**config.mk**
```make
export PLATFORM = sky130hd
export DESIGN_NAME = sys_err_agg
export DESIGN_NICKNAME = d
export VERILOG_FILES = /design/src/rtl/err_pkg.sv /design/src/rtl/err_rst_sync.sv /design/src/rtl/err_addr_check.sv /design/src/rtl/err_status_bank.sv /design/src/rtl/err_out_gen.sv /design/src/rtl/sys_err_agg.sv
export SDC_FILE = /design/constraint.sdc
export NUM_CORES = 1
export LEC_CHECK = 0
export ABC_AREA = 0
export ABC_CLOCK_PERIOD_IN_PS = 800
export BUFFER_PORTS_ARGS = -buffer_cell sky130_fd_sc_hd__buf_2
export CELL_PAD_IN_SITES_DETAIL_PLACEMENT = 1
export CELL_PAD_IN_SITES_GLOBAL_PLACEMENT = 2
export CORE_ASPECT_RATIO = 0.8
export CORE_UTILIZATION = 28
export CTS_CLUSTER_DIAMETER = 80
export DETAILED_ROUTE_END_ITERATION = 8
export GPL_ROUTABILITY_DRIVEN = 0
export GPL_TIMING_DRIVEN = 0
export PLACE_DENSITY_LB_ADDON = 0.1
export SLEW_MARGIN = 15
export SYNTH_ARGS = -nofsm -noshare
export SYNTH_HDL_FRONTEND = slang
export SYNTH_SLANG_ARGS = --single-unit
```
**constraint.sdc**
```tcl
create_clock -name clk -period 0.8 [get_ports clk]
set_input_delay 0.08 -clock clk [delete_from_list [all_inputs] [get_ports clk]]
set_output_delay 0.08 -clock clk [all_outputs]
set_load 0.01 [all_outputs]
```
**src/rtl/err_pkg.sv**
```systemverilog
package err_pkg;
  localparam int NSRC = 8;

  localparam int SRC_ECC_SB  = 0;
  localparam int SRC_ECC_MB  = 1;
  localparam int SRC_PRI_TA  = 2;
  localparam int SRC_GFX_TA  = 3;
  localparam int SRC_PRI_PE  = 4;
  localparam int SRC_GFX_PE  = 5;
  localparam int SRC_GTT_INV = 6;
  localparam int SRC_RANGE   = 7;

  typedef logic [NSRC-1:0] src_vec_t;

  // target aborts pulse the output; everything else holds it
  localparam src_vec_t PULSE_MASK = src_vec_t'((1 << SRC_PRI_TA) | (1 << SRC_GFX_TA));
  localparam src_vec_t LEVEL_MASK = ~PULSE_MASK;
endpackage

```
**src/rtl/err_rst_sync.sv**
```systemverilog
module err_rst_sync #(
  parameter int STAGES = 2
) (
  input  logic clk,
  input  logic arst_n,
  output logic srst_n
);
  logic [STAGES-1:0] sync_q;

  always_ff @(posedge clk or negedge arst_n) begin
    if (!arst_n) sync_q <= '0;
    else         sync_q <= {sync_q[STAGES-2:0], 1'b1};
  end

  assign srst_n = sync_q[STAGES-1];
endmodule

```
**src/rtl/err_addr_check.sv**
```systemverilog
module err_addr_check #(
  parameter int AW = 32
) (
  input  logic          acc_valid,
  input  logic [AW-1:0] acc_addr,
  input  logic [AW-1:0] aper_base,
  input  logic [AW-1:0] aper_size,
  input  logic [AW-1:0] tom,
  output logic          acc_bad
);
  localparam logic [AW:0] HOLE_LO = (AW+1)'(32'h000A_0000);
  localparam logic [AW:0] HOLE_HI = (AW+1)'(32'h000F_FFFF);

  logic [AW:0] addr_x, base_x, lim_x, tom_x;
  logic        in_aper, in_hole, above_tom;

  always_comb begin
    addr_x    = {1'b0, acc_addr};
    base_x    = {1'b0, aper_base};
    lim_x     = base_x + {1'b0, aper_size};
    tom_x     = {1'b0, tom};
    in_aper   = (addr_x >= base_x) && (addr_x < lim_x);
    in_hole   = (addr_x >= HOLE_LO) && (addr_x <= HOLE_HI);
    above_tom = (addr_x >= tom_x);
    acc_bad   = acc_valid && !in_aper && (in_hole || above_tom);
  end
endmodule

```
**src/rtl/err_status_bank.sv**
```systemverilog
module err_status_bank
  import err_pkg::*;
(
  input  logic     clk,
  input  logic     rst_n,
  input  src_vec_t set_vec,
  input  logic     clr_wr,
  input  src_vec_t clr_mask,
  output src_vec_t stat_nxt,
  output src_vec_t stat_q
);
  src_vec_t clr_vec;
  logic     stat_en;

  always_comb begin
    clr_vec  = clr_wr ? clr_mask : '0;
    stat_nxt = (stat_q & ~clr_vec) | set_vec;
    stat_en  = (|set_vec) | clr_wr;
  end

  always_ff @(posedge clk or negedge rst_n) begin
    if (!rst_n)       stat_q <= '0;
    else if (stat_en) stat_q <= stat_nxt;
  end
endmodule

```
**src/rtl/err_out_gen.sv**
```systemverilog
module err_out_gen
  import err_pkg::*;
(
  input  logic     clk,
  input  logic     rst_n,
  input  logic     glob_en,
  input  src_vec_t src_en,
  input  src_vec_t stat_nxt,
  input  src_vec_t set_vec,
  output logic     err_n
);
  src_vec_t active_vec;
  logic     err_n_nxt;

  always_comb begin
    active_vec = ((stat_nxt & LEVEL_MASK) | (set_vec & PULSE_MASK)) & src_en;
    err_n_nxt  = !(glob_en && (|active_vec));
  end

  always_ff @(posedge clk or negedge rst_n) begin
    if (!rst_n) err_n <= 1'b1;
    else        err_n <= err_n_nxt;
  end
endmodule

```
**src/rtl/sys_err_agg.sv**
```systemverilog
module sys_err_agg
  import err_pkg::*;
#(
  parameter int AW          = 32,
  parameter int SYNC_STAGES = 2
) (
  input  logic            clk,
  input  logic            rst_n,
  input  logic            glob_en,
  input  logic [NSRC-1:0] src_en,
  input  logic            init_active,
  input  logic            ev_ecc_sb,
  input  logic            ev_ecc_mb,
  input  logic            ev_pri_tabort,
  input  logic            ev_gfx_tabort,
  input  logic            ev_pri_perr,
  input  logic            ev_gfx_perr,
  input  logic            ev_gtt_invalid,
  input  logic            gfx_acc_valid,
  input  logic [AW-1:0]   gfx_acc_addr,
  input  logic [AW-1:0]   aper_base,
  input  logic [AW-1:0]   aper_size,
  input  logic [AW-1:0]   tom,
  input  logic            clr_wr,
  input  logic [NSRC-1:0] clr_mask,
  output logic [NSRC-1:0] status,
  output logic            err_n
);
  logic     srst_n;
  logic     range_bad;
  src_vec_t set_vec;
  src_vec_t stat_nxt;

  err_rst_sync #(.STAGES(SYNC_STAGES)) u_rst (
    .clk    (clk),
    .arst_n (rst_n),
    .srst_n (srst_n)
  );

  err_addr_check #(.AW(AW)) u_range (
    .acc_valid (gfx_acc_valid),
    .acc_addr  (gfx_acc_addr),
    .aper_base (aper_base),
    .aper_size (aper_size),
    .tom       (tom),
    .acc_bad   (range_bad)
  );

  always_comb begin
    set_vec              = '0;
    set_vec[SRC_ECC_SB]  = ev_ecc_sb && !init_active;
    set_vec[SRC_ECC_MB]  = ev_ecc_mb && !init_active;
    set_vec[SRC_PRI_TA]  = ev_pri_tabort;
    set_vec[SRC_GFX_TA]  = ev_gfx_tabort;
    set_vec[SRC_PRI_PE]  = ev_pri_perr;
    set_vec[SRC_GFX_PE]  = ev_gfx_perr;
    set_vec[SRC_GTT_INV] = ev_gtt_invalid;
    set_vec[SRC_RANGE]   = range_bad;
  end

  err_status_bank u_stat (
    .clk      (clk),
    .rst_n    (srst_n),
    .set_vec  (set_vec),
    .clr_wr   (clr_wr),
    .clr_mask (clr_mask),
    .stat_nxt (stat_nxt),
    .stat_q   (status)
  );

  err_out_gen u_out (
    .clk      (clk),
    .rst_n    (srst_n),
    .glob_en  (glob_en),
    .src_en   (src_en),
    .stat_nxt (stat_nxt),
    .set_vec  (set_vec),
    .err_n    (err_n)
  );
endmodule

```
* Word-level counts from Yosys, hierarchy flattened
Index checks and enable logic that the tools add are counted.
Operators by class: $add $sub $neg 1, $mul 0, div/mod/pow operators 0, order comparisons 5, eq/ne operators 0, shift-type cells 0, muxes and demuxes 1, bitwise gates (word level) 6, reduce and logical (&&, ||, !) cells 13
Operator list (count):
- 32-bit greater-or-equal comparator | 2
- 32-bit by 32-bit adder with 33-bit output | 1
- 32-bit by 33-bit < comparator with 1-bit output | 1
- 32-bit by 20-bit greater-or-equal comparator with 1-bit output (second input constant) | 1
- 32-bit by 20-bit less-or-equal comparator with 1-bit output (second input constant) | 1
- 8-bit bitwise AND | 2
- 8-bit OR reduction | 2
- 8-bit two-way mux | 1
- 8-bit NOT | 1
- 8-bit by 4-bit OR with 8-bit output | 1
- 8-bit OR | 1
- 1-bit logical AND | 7
- 1-bit zero test | 3
- 1-bit logical OR | 1
- 1-bit OR | 1
Word-level totals: flip-flop bits (word level) 11, bits in latches 0, memory bits (writable) 0, memory bits (read-only) 0, output and inout port bits 9, word-level logic and storage cells 29, memories 0

* Depth between registers and ports, before layout
depth after elaboration 12, gate-level depth with buffers 19, depth with buffers taken out 19

* Modules after synthesis
Synthesis repeated with hierarchy kept, for this count alone.
Second synthesis, totals: cell total of the unflattened synthesis 587, area total of the unflattened synthesis 4539.4 sq um
By module, submodules not included:
- err_addr_check | times used 1, cells each 543, area an instance 4023.9 sq um, sequential area each 0.0 sq um
- err_status_bank | times used 1, cells each 33, area an instance 371.6 sq um, sequential area each 200.2 sq um
- err_out_gen | times used 1, cells each 6, area an instance 77.6 sq um, sequential area each 26.3 sq um
- err_rst_sync | times used 1, cells each 3, area an instance 53.8 sq um, sequential area each 50.0 sq um
- sys_err_agg | times used 1, cells each 2, area an instance 12.5 sq um, sequential area each 0.0 sq um

* Least setup slack after synthesis
Ideal clock, no wire load.
path type input port to flip-flop, start input port aper_base[0], end register u_out.err_n, setup time 0.094 ns, data arrival time 3.862 ns, setup slack -3.156 ns, stages on the path 19, cell sequence ha_1 fa_1 a211oi_1 o21ai_0 a21o_1 a21oi_1 o21ai_0 a21o_1 a21oi_1 xor2_1 ha_1 nand4_1 nand2b_1 a2111oi_0 a211o_1 a211oi_1 or4_4 o2111ai_2 o2111ai_1
On the way: word-level cells in the longest chain between the ends 12, elaborated cells between the ends (all ways) 13, those cells by class add/sub: 1; order compare: 2; bitwise: 3; reduce/logical: 7
RTL lines:
- from (decl) | line sys_err_agg.sv:21 | input logic [AW-1:0] aper_base,
- 32-bit by 32-bit adder with 33-bit output | line err_addr_check.sv:20 | lim_x = base_x + {1'b0, aper_size};
- 32-bit by 33-bit < comparator with 1-bit output | line err_addr_check.sv:22 | in_aper = (addr_x >= base_x) && (addr_x < lim_x);
- 1-bit logical AND (*) | line err_addr_check.sv:22
- 1-bit zero test (*) | line err_addr_check.sv:25 | acc_bad = acc_valid && !in_aper && (in_hole || above_tom);
- 1-bit logical AND (*) (2 in series) | line err_addr_check.sv:25
- 8-bit OR (*) | line err_status_bank.sv:17 | stat_nxt = (stat_q & ~clr_vec) | set_vec;
- 8-bit by 4-bit OR with 8-bit output (*) | line err_out_gen.sv:16 | active_vec = ((stat_nxt & LEVEL_MASK) | (set_vec & PULSE_MASK)) & src_en;
- 8-bit bitwise AND (*) | line err_out_gen.sv:16
- 8-bit OR reduction (*) | line err_out_gen.sv:17 | err_n_nxt = !(glob_en && (|active_vec));
- 1-bit logical AND (*) | line err_out_gen.sv:17
- 1-bit zero test (*) | line err_out_gen.sv:17
- net u_out.err_n_nxt | line err_out_gen.sv:13 | logic err_n_nxt;
- to (signal assigned) | line err_out_gen.sv:22 | else err_n <= err_n_nxt;
- to (decl) | line err_out_gen.sv:10 | output logic err_n
Mark *: on every way through the listed nets, which the timed path passes. The rest lies on a longest branch. A chain may end at the register's enable or synchronous reset.

* Worst setup path after layout
start input port aper_base[0], end register u_stat.stat_q[7]
On the way: word-level cells in the longest chain between the ends 8, elaborated cells between the ends (all ways) 10, those cells by class add/sub: 1; order compare: 2; bitwise: 2; reduce/logical: 5
RTL lines:
- 32-bit by 32-bit adder with 33-bit output | line err_addr_check.sv:20
- 32-bit by 33-bit < comparator with 1-bit output | line err_addr_check.sv:22
- 1-bit logical AND (*) | line err_addr_check.sv:22
- 1-bit zero test (*) | line err_addr_check.sv:25
- 1-bit logical AND (*) (2 in series) | line err_addr_check.sv:25
- 8-bit OR reduction | line err_status_bank.sv:18 | stat_en = (|set_vec) | clr_wr;
- 1-bit OR | line err_status_bank.sv:18
- to (signal assigned) | line err_status_bank.sv:23 | else if (stat_en) stat_q <= stat_nxt;
- to (decl) | line err_status_bank.sv:10 | output src_vec_t stat_q
Mark *: on every way between the ends. The rest lies on a longest branch, timed or not.

==> results.md <==
* Clock Pin Slew Worst Setup and Hold Paths at 40 ps
* Worst setup path start: aper_base[0]
* Row cnt at 40
* Post-Route WL at 15.63 mm
* Synth top cells by count: 127 x ha_1, 78 x inv_1, 51 x a21oi_1
* Worst EP arrival at 3920 ps
* Share of layout cells above drive strength 1 at 0.3190
* Cells on Worst Hold Path at 2
* Final Hold Fails at 0
* Non-Filler Instances at 975
* Worst Path Max Fanout at 4
* Post-synth EDFFs at 0
* Layout net count at 1,051
* Leakage at 3.131 nW
* Slew HR at 0.6424
* Max_cap viols at 0
* Crit end category: flip-flop
* Setup WS post-layout at -2996 ps
* Post-DP Area at 0.005504 mm²
* Pre-antenna DRT Iters at 4
* Max Root-Sink Buffers at 2
* FF-to-FF setup slack at -940 ps
* Worst-Margin Slew at 531.8 ps
* Worst setup SP type: input port
* H-tree lvl count at 1
* Largest net degree at the start of global routing at 11
* Setup TNS at -6276 ps
* Setup Crit Path Kind: input port to flip-flop
* Mapped Cells at 575
* Min Hold Slack at 49.25 ps
* FF-to-FF Start: u_stat.stat_q[1]
* Mapped cell area at 0.004354 mm²
* HP Class: input port to flip-flop
* Minimum clock period at 3796 ps
* Overall power at 5.982 mW
* Core area at 0.01511 mm²
* Syn Nets at 860
* Starting Density at 0.2881
* Antenna-violating nets left at 0
* Hold_sp: ev_pri_tabort
* GRT Total Usage at 0.1937
* Clk_lat worst skew at 230 ps
* Skew final at 2.042 ps
* # DRC at 0
* RSZ-0062 raised after global routing: true
* IO Count at 166
* Most numerous cell in the Yosys netlist: ha_1
* CTS tree: done
* Initial antenna violation count at 1
* Remaining global-route overflow at 0
* Area leader, netlist: ha_1
* Root buffer cell: clkbuf_16
* Design area at 0.006003 mm²
* Pwr dens at 996.4 mW/mm²
* TritonCTS Buffers at 3
* Avg WL per Cell at 16.03 µm
* Synth Register Bits at 11
* Tcrit/Tclk final at 4.745
* Synth top area share at 0.3649
* Die Area at 0.01606 mm²
* DPL Wire Length at 13.94 mm
* # clock sinks at 11
* Chip Height at 113.5 µm
* Hold endpoint: u_stat.stat_q[2]
* Fmax at 263.4 MHz
* Failing checks: negative setup slack
* Mapped Avg Cell Area at 7.572 µm²
* Final setup fails at 11
* # port buffers at 164
* Distinct cells, synth at 55
* Pins Over Slew Limit at 0
* Sequential-to-total area share from yosys stat at 0.06351
* Starting DRT DRC Count at 117
* Worst VDD drop at 0.5663 mV
* Yosys warns at 0
* Via count at 4,929
* DP Cell Count at 949
* Top_reg_cell synth: dfrtp_1
* Vias in the first global route at 5,198
* Vias/cell at 5.055
* Asr flop ratio synth at 1.000
* Syn-to-layout area delta at 37.87%
* ANT cells at 0
* Status: finished with violations
* Register-to-Register Path Depth at 6
* Die width at 141.4 µm
* Top area cells in the synthesized netlist: ha_1 36%, inv_1 6.7%, a21oi_1 5.9%
* R2r endpoint: u_out.err_n
* First-pass GRT wire length at 25.11 mm
* CP Data Required Time at 920 ps
where the power goes:
part | switching (mW) | leakage [nW] | internal, mW
logic | 2.39 | 2.97 | 2.05
registers | 0.0306 | 0.119 | 0.612
clock network | 0.229 | 0.0382 | 0.668
kinds of logic after synthesis:
kind of cell / synth area share
AO/OA/AOI/OAI: 0.2839
AND/OR/NAND/NOR: 0.1586
adder cells (fa/ha/maj): 0.3695
buffers and inverters: 0.07270
XOR/XNOR: 0.04626
flip-flops: 0.06351
multiplexers: 0.004598
other: 0.0008612
metal layers:
layer,up-vias,global-route usage,part of all wire
li1,2515,-,-
met4,2,0.02366,0.0086
met1,2295,0.2672,0.50
met5,-,0,0.00083
met3,10,0.01805,0.039
met2,107,0.3356,0.45
repair_timing:
| item | CTS | global route |
|---|---|---|
| setup buffers | 18 | 5 |
| cloned | 0 | 0 |
| pin swaps | 35 | 4 |
| resized for setup | 43 | 11 |
| hold buffers | 1 | 0 |
| setup endpoints to repair | 11 | 12 |
| hold endpoints to repair | 2 | 0 |
metrics by stage:
step           setup WS [ps]    util
3_5_place_dp           -3942  0.3642
4_1_cts                -2983  0.3914
3_3_place_gp           -3779  0.3642
6_report               -2996  0.3972
2_1_floorplan          -2742       -
5_1_grt                -3196  0.3972
registers in the layout, summed over array words and instances, names as in the netlist:
register	cells
u_out.err_n	1
u_rst.sync_q	2
u_stat.stat_q	8
placed cells by master (no fill, tap or decap), types with 6 or more instances in the layout:
| cell type | instances |
|---|---|
| nor3_1 | 8 |
| ha_2 | 6 |
| nor2b_1 | 7 |
| dfrtp_1 | 10 |
| xor2_1 | 10 |
| nand4_1 | 16 |
| inv_1 | 78 |
| a211oi_2 | 7 |
| nand3_1 | 11 |
| a211oi_1 | 8 |
| ha_1 | 119 |
| buf_2 | 161 |
| o21bai_1 | 6 |
| nor2_1 | 29 |
| a21oi_1 | 43 |
| nand2_1 | 37 |
| a21oi_2 | 7 |
| o21a_1 | 6 |
| xnor2_1 | 13 |
| o21ai_0 | 31 |
| and3_1 | 8 |
| a21o_1 | 21 |
| buf_4 | 23 |
worst max-delay path, stage by stage:
cell	delay (ps)
buf_8	100
ha_4	150
fa_2	380
a211oi_4	240
o21ai_2	110
a21oi_2	140
buf_6	130
o31ai_4	90
o31ai_4	300
buf_4	160
o21bai_1	80
a21oi_1	190
xor2_1	180
ha_1	270
a211oi_2	200
nor2_2	70
a2111oi_4	240
nand2_2	120
a211oi_2	210
or4_4	200
o21ai_2	60
a21o_1	190
worst max path at each step:
| stage | endpoint | slack (ps) | cells past startpoint |
|---|---|---|---|
| 2_1_floorplan | u_stat.stat_q[7] | -2740 | 18 |
| 3_3_place_gp | u_stat.stat_q[7] | -3780 | 19 |
| 3_5_place_dp | u_out.err_n | -3940 | 19 |
| 4_1_cts | u_out.err_n | -2980 | 20 |
| 5_1_grt | u_stat.stat_q[7] | -3200 | 22 |
| 6_report | u_stat.stat_q[7] | -3000 | 22 |
layout make-up:
type / count / area (µm²)
buffer: 4 / 20.02
clock buffer: 4 / 78.83
fill: 1894 / 9111
inverter: 78 / 292.8
multi-input combinational: 480 / 4043
sequential: 11 / 276.5
tap: 210 / 262.8
timing repair buffer: 188 / 1030
No activity file was read; power rests on OpenSTA's default activity.
